--- src/rtl/vwq_pkg.sv ---
package vwq_pkg;
    // Request flags; bit 0 is byte access, bit 1 background DMA, bit 2 foreground DMA
    typedef struct packed {
        logic fg;
        logic bg;
        logic byt;
    } vwq_flags_t;
endpackage

--- src/rtl/vwq_start_delay.sv ---
module vwq_start_delay #(
    parameter int LAT = 4
) (
    input  logic clk,
    input  logic rst_n,
    input  logic load,
    input  logic tick,
    output logic ready
);
    localparam int LW = $clog2(LAT + 2);

    logic [LW-1:0] cnt_d, cnt_q;

    always_comb begin
        cnt_d = cnt_q;
        if (load)
            cnt_d = LW'(LAT);
        else if (tick && cnt_q != '0)
            cnt_d = cnt_q - LW'(1);
    end

    always_ff @(posedge clk) begin
        if (!rst_n) cnt_q <= '0;
        else        cnt_q <= cnt_d;
    end

    assign ready = (cnt_q == '0);
endmodule

--- src/rtl/vwq_level_status.sv ---
module vwq_level_status #(
    parameter int LVL_W = 12,
    parameter int STALL = 4
) (
    input  logic [LVL_W-1:0] level,
    output logic             full,
    output logic             empty,
    output logic             wr_wait
);
    localparam logic [LVL_W-1:0] STALL_L = LVL_W'(STALL);

    assign full    = level >= STALL_L;
    assign empty   = level == '0;
    assign wr_wait = level > STALL_L;
endmodule

--- src/rtl/vram_write_queue.sv ---
module vram_write_queue
    import vwq_pkg::*;
#(
    parameter int DEPTH     = 8,
    parameter int CNT_W     = 8,
    parameter int START_LAT = 4,
    parameter int STALL     = 4,
    localparam int IDX_W    = $clog2(DEPTH),
    localparam int QL_W     = IDX_W + 1,
    localparam int LVL_W    = CNT_W + QL_W
) (
    input  logic             clk,
    input  logic             rst_n,
    input  logic             push_valid,
    input  logic [CNT_W-1:0] push_count,
    input  logic [2:0]       push_flags,
    input  logic             rd_req,
    input  logic             slot_grant,
    output logic             cpu_wr_wait,
    output logic             cpu_rd_wait,
    output logic             stat_full,
    output logic             stat_empty,
    output logic             dma_busy,
    output logic [LVL_W-1:0] pend_level
);
    typedef struct packed {
        logic [CNT_W-1:0] cnt;
        vwq_flags_t       flg;
    } entry_t;

    typedef struct packed {
        entry_t [DEPTH-1:0] ent;
        logic [IDX_W-1:0]   qx;
        logic [QL_W-1:0]    ql;
        logic [CNT_W:0]     rem;
        logic [LVL_W-1:0]   level;
        logic [QL_W-1:0]    dmac;
        logic               rd_pend;
    } state_t;

    state_t q, d;
    logic   lat_ready;
    logic   lat_load;
    logic [QL_W-1:0] occ;

    function automatic logic [CNT_W:0] slots_of(entry_t e);
        return e.flg.byt ? {e.cnt, 1'b0} : {1'b0, e.cnt};
    endfunction

    always_comb begin
        entry_t           head, moved, newe;
        logic [IDX_W-1:0] tail;
        logic             accept;

        d        = q;
        lat_load = 1'b0;
        head     = q.ent[q.qx];
        newe     = '{cnt: push_count, flg: vwq_flags_t'(push_flags)};
        moved    = '0;
        tail     = '0;

        // one slot retires one transfer of the head entry
        if (slot_grant && q.ql != '0 && lat_ready) begin
            if (!head.flg.bg && (!head.flg.byt || q.rem[0]))
                d.level = d.level - LVL_W'(1);
            d.rem = q.rem - (CNT_W+1)'(1);
            if (q.rem == (CNT_W+1)'(1)) begin
                if (head.flg.bg || head.flg.fg)
                    d.dmac = d.dmac - QL_W'(1);
                d.qx = q.qx + IDX_W'(1);
                d.ql = q.ql - QL_W'(1);
                if (d.ql != '0) d.rem = slots_of(d.ent[d.qx]);
                else            d.level = '0;
            end
        end

        // enqueue, background DMA kept at the tail
        accept = push_valid && push_count != '0 && d.ql != QL_W'(DEPTH);
        if (accept) begin
            lat_load = (d.ql == '0);
            tail     = d.qx + IDX_W'(d.ql) - IDX_W'(1);
            if (d.ql != '0 && d.ent[tail].flg.bg && !newe.flg.bg) begin
                moved = d.ent[tail];
                if (d.ql == QL_W'(1)) begin
                    moved.cnt = CNT_W'(d.rem >> moved.flg.byt);
                    d.rem     = slots_of(newe);
                end
                d.ent[tail + IDX_W'(1)] = moved;
                d.ent[tail]             = newe;
            end else begin
                d.ent[d.qx + IDX_W'(d.ql)] = newe;
                if (d.ql == '0) d.rem = slots_of(newe);
            end
            d.ql = d.ql + QL_W'(1);
            if (!newe.flg.bg)
                d.level = d.level + LVL_W'(push_count);
            if (newe.flg.bg || newe.flg.fg)
                d.dmac = d.dmac + QL_W'(1);
        end

        // CPU read waits for a completely drained queue
        if (d.ql == '0)  d.rd_pend = 1'b0;
        else if (rd_req) d.rd_pend = 1'b1;
    end

    always_ff @(posedge clk) begin
        if (!rst_n) q <= '0;
        else        q <= d;
    end

    vwq_start_delay #(.LAT(START_LAT)) u_delay (
        .clk   (clk),
        .rst_n (rst_n),
        .load  (lat_load),
        .tick  (slot_grant),
        .ready (lat_ready)
    );

    vwq_level_status #(.LVL_W(LVL_W), .STALL(STALL)) u_status (
        .level   (q.level),
        .full    (stat_full),
        .empty   (stat_empty),
        .wr_wait (cpu_wr_wait)
    );

    assign occ         = q.ql;
    assign pend_level  = q.level;
    assign cpu_rd_wait = q.rd_pend;
    assign dma_busy    = q.dmac != '0;
endmodule

--- config.mk ---
export PLATFORM = sky130hd
export DESIGN_NAME = vram_write_queue
export DESIGN_NICKNAME = d
export VERILOG_FILES = /design/src/rtl/vwq_pkg.sv /design/src/rtl/vwq_start_delay.sv /design/src/rtl/vwq_level_status.sv /design/src/rtl/vram_write_queue.sv
export SDC_FILE = /design/constraint.sdc
export NUM_CORES = 1
export LEC_CHECK = 0
export CORE_MARGIN = 4
export CORE_UTILIZATION = 55
export DETAILED_ROUTE_END_ITERATION = 6
export PLACE_DENSITY = 0.73
export REMOVE_ABC_BUFFERS = 1
export SLEW_MARGIN = 20
export SYNTH_ARGS = -nofsm -noshare
export SYNTH_HDL_FRONTEND = slang
export SYNTH_SLANG_ARGS = --single-unit
export TNS_END_PERCENT = 5
--- constraint.sdc ---
create_clock -name clk -period 7.2 [get_ports clk]
set_input_delay 0.72 -clock clk [delete_from_list [all_inputs] [get_ports clk]]
set_output_delay 0.72 -clock clk [all_outputs]
set_load 0.01 [all_outputs]
==> impl_metrics.py <==
metrics = {
    "sta": {
        "fin_ws_ps": 775,
        "setup_viol_count_final": 0,
        "hold_ws_ps": 486,
        "finalClockSkew_ps": 10.1,
        "timing.final.crit_share_pct": 89.2,
        "clock.fmax_mhz": 156,
        "report.final.slew_viol_count": 0,
        "max_slew_margin_pct": 20.8,
        "worst_pin_slew_ps": 1190,
        "grt_setup_unrepaired": "false",
        "final.setup.tns_ps": 0,
        "finalHoldViolations": 0,
        "fin_crit_ps": 6420,
    },
    "cells_and_area": {
        "layout_commonest_cell": "dfxtp_1",
        "nFillCells": 1462,
        "layout_common_cells": "dfxtp_1, nand2_1, nor2_1",
        "nets": 1190,
        "drive_above_1_share_pct": 12.6,
        "syn2layout_area_growth_pct": 11.5,
    },
    "power_and_ir_drop": {
        "power_uw": 2560,
        "ir_worst_vdd_mv": 0.210,
        "leakagePower_uw": 0.00372,
        "p_per_area_mw_per_mm2": 245,
    },
    "drt": {
        "vias": 10200,
        "wirelength_um": 37200,
        "viasPerCell": 7.36,
        "first_pass_iters": 7,
        "postRouteAntennaNets": 0,
        "first_iter_violations": 1378,
        "wl_per_cell_um": 26.9,
        "route.detailed.drc": 1,
    },
    "floorplan": {
        "io_pins": 33,
        "core.rowCount": 47,
        "core_sq_mm": 0.0166,
        "dieArea_sq_mm": 0.0192,
        "start_util_pct": 56.4,
        "die_w_um": 139,
        "chipHeight_um": 139,
    },
    "placed_design": {
        "port_buffers": 32,
        "dp_slack_ps": 724,
        "routabilityCongestion": 1.07,
        "dp_hpwl_um": 26100,
    },
    "flow_run": {
        "drv_cap": 0,
    },
    "synth": {
        "synth_edf_count": 0,
        "ys_types": 88,
        "yosysWarnings": 0,
        "synth_ff_type": "dfxtp_1",
        "seq_area_frac_synth_pct": 26.5,
        "synthMuxAreaShare_pct": 13.5,
        "synth_seq_cells": 124,
        "synth-compound-area-share_pct": 25.7,
        "synthXorXnorAreaFrac_pct": 3.83,
        "synth_top_family_by_area": "compound AO/OA/AOI/OAI gates",
        "netlist_instances": 1152,
        "avgSynthCellArea_sq_um": 8.15,
        "synth-simple-area-share_pct": 21.2,
        "async_reset_ff_share_pct": 0,
        "synth_fa_ha_area_share_pct": 3.63,
        "synthesis.area_sq_mm": 0.00938,
    },
    "clock_network": {
        "cts_resized": 0,
        "cts.sinks": 124,
        "insertion_delay_ps": 440,
        "htreeDepth": 4,
        "cts-root-buf": "clkbuf_16",
        "cts_made_buffers": 17,
        "path_clk_slew_ps": 70,
        "cts_tree": "yes",
        "post_cts_buffers": 0,
        "cts_hold_buf": 0,
        "cts_buffer_depth": 2,
    },
    "setup_path": {
        "ff2ff_path_depth": 18,
        "path_class": "flip-flop to flip-flop",
        "cp.required_ps": 7510,
        "cp.arrival_ps": 6740,
        "path_max_fanout": 14,
        "timing.rr.end": "q[64]$_SDFFE_PN0P_",
        "r2r_slack_ps": 780,
        "worstSetupStartpointType": "flip-flop",
        "r2r_start": "occ[0]$_SDFF_PN0_",
        "end_kind": "flip-flop",
    },
    "worst_hold_path": {
        "holdPathStages": 2,
        "hp-class": "flip-flop to flip-flop",
        "min_from": "q[89]$_SDFFE_PN0P_",
        "min_to": "q[89]$_SDFFE_PN0P_",
    },
    "grt": {
        "grt_use_total_pct": 37.6,
        "grt_pass1_vias": 9497,
        "antenna_found_initial": 0,
        "grt_pass1_wl_um": 56600,
        "grt_overflow_total": 0,
        "grt_max_degree": 58,
    },
    "outcome": {
        "violations": "design-rule violations",
        "status": "finished with violations",
    },
}
[registers in the layout (all words and copies together) (netlist names)]
name,flops
q,104
pend_level,12
occ,4
u_delay.cnt_q,3
cpu_rd_wait,1
[layout make-up]
type | instances | area [sq um] | area share (%)
Clock buffer | 19 | 443 | 4.23
Tap cell | 220 | 275 | 2.63
Inverter | 29 | 109 | 1.04
Sequential cell | 124 | 2480 | 23.7
Timing Repair Buffer | 70 | 613 | 5.86
Antenna cell | 1 | 2.50 | 0.0239
Clock inverter | 13 | 141 | 1.35
Multi-Input combinational cell | 906 | 6400 | 61.1
[metal layers]
layer | part of all wire, % | routed length, um | global-route usage [%] | up-vias
li1 | - | - | - | 4356
met5 | 0 | 0 | 0 | -
met3 | 15 | 5540 | 14.4 | 194
met4 | 6.9 | 2550 | 22.7 | 0
met2 | 40 | 14800 | 51.3 | 844
met1 | 38 | 14300 | 49.9 | 4771
[worst max-delay path, stage by stage, from the launching register on]
cell and delay (ps):
dfxtp_1 550, inv_1 130, ha_1 300, nor3b_1 200, or4_1 800, mux2_2 400
fa_1 610, inv_1 110, ha_1 710, buf_4 300, clkinv_1 200, nor2_1 400
nand2_1 210, o32ai_1 160, mux2_2 200, a2111oi_0 60, a32o_2 370, a221oi_1 530
nor2_1 70
[metrics by stage]
step	util (%)	cell area [sq um]	instances
after floorplan	-	8950	1059
after global placement	59.4	9880	1349
after detailed placement	59.4	9880	1349
after CTS	62.9	10500	1381
after global routing	62.9	10500	1381
final	62.9	10500	1382
[power breakdown]
group / internal (uW) / total, uW / leakage, uW / switching [uW]
Clock: 520 / 878 / 0.000280 / 358
Sequential: 731 / 784 / 0.00101 / 52.5
Combinational: 331 / 901 / 0.00243 / 570
Total: 1580 / 2560 / 0.00372 / 981
[cell usage after synthesis, types with 20 or more instances]
library cell | count | area, sq um
a21oi_1 | 69 | 345
o21ai_0 | 86 | 430
inv_1 | 27 | 101
nor3_1 | 23 | 115
dfxtp_1 | 124 | 2480
clkbuf_1 | 61 | 229
a32oi_1 | 20 | 175
nand4_1 | 23 | 144
mux4_2 | 28 | 631
a211oi_1 | 24 | 180
a22oi_1 | 20 | 150
xnor2_1 | 20 | 175
ha_1 | 24 | 300
nand3_1 | 62 | 310
mux2i_1 | 44 | 440
nor2_1 | 96 | 360
nand2_1 | 102 | 383
[cell families after synthesis]
kind of cell / count (synthesis)
simple gates: 401
compound gates: 355
flops: 124
buf+inv: 122
mux: 87
xor+xnor: 37
fa+ha+maj: 26
[worst max path at each step]
stage / from / end / slack [ps] / cells past startpoint
after floorplan: q[30]$_SDFF_PN0_ / q[111]$_SDFFE_PN0P_ / 1160 / 11
after global placement: slot_grant / q[64]$_SDFFE_PN0P_ / 850 / 17
after detailed placement: slot_grant / q[64]$_SDFFE_PN0P_ / 720 / 17
after CTS: occ[0]$_SDFF_PN0_ / q[64]$_SDFFE_PN0P_ / 940 / 18
after global routing: occ[0]$_SDFF_PN0_ / q[40]$_SDFFE_PN0P_ / 520 / 17
final: occ[0]$_SDFF_PN0_ / q[64]$_SDFFE_PN0P_ / 780 / 18
(Power assumes the default switching activity.)
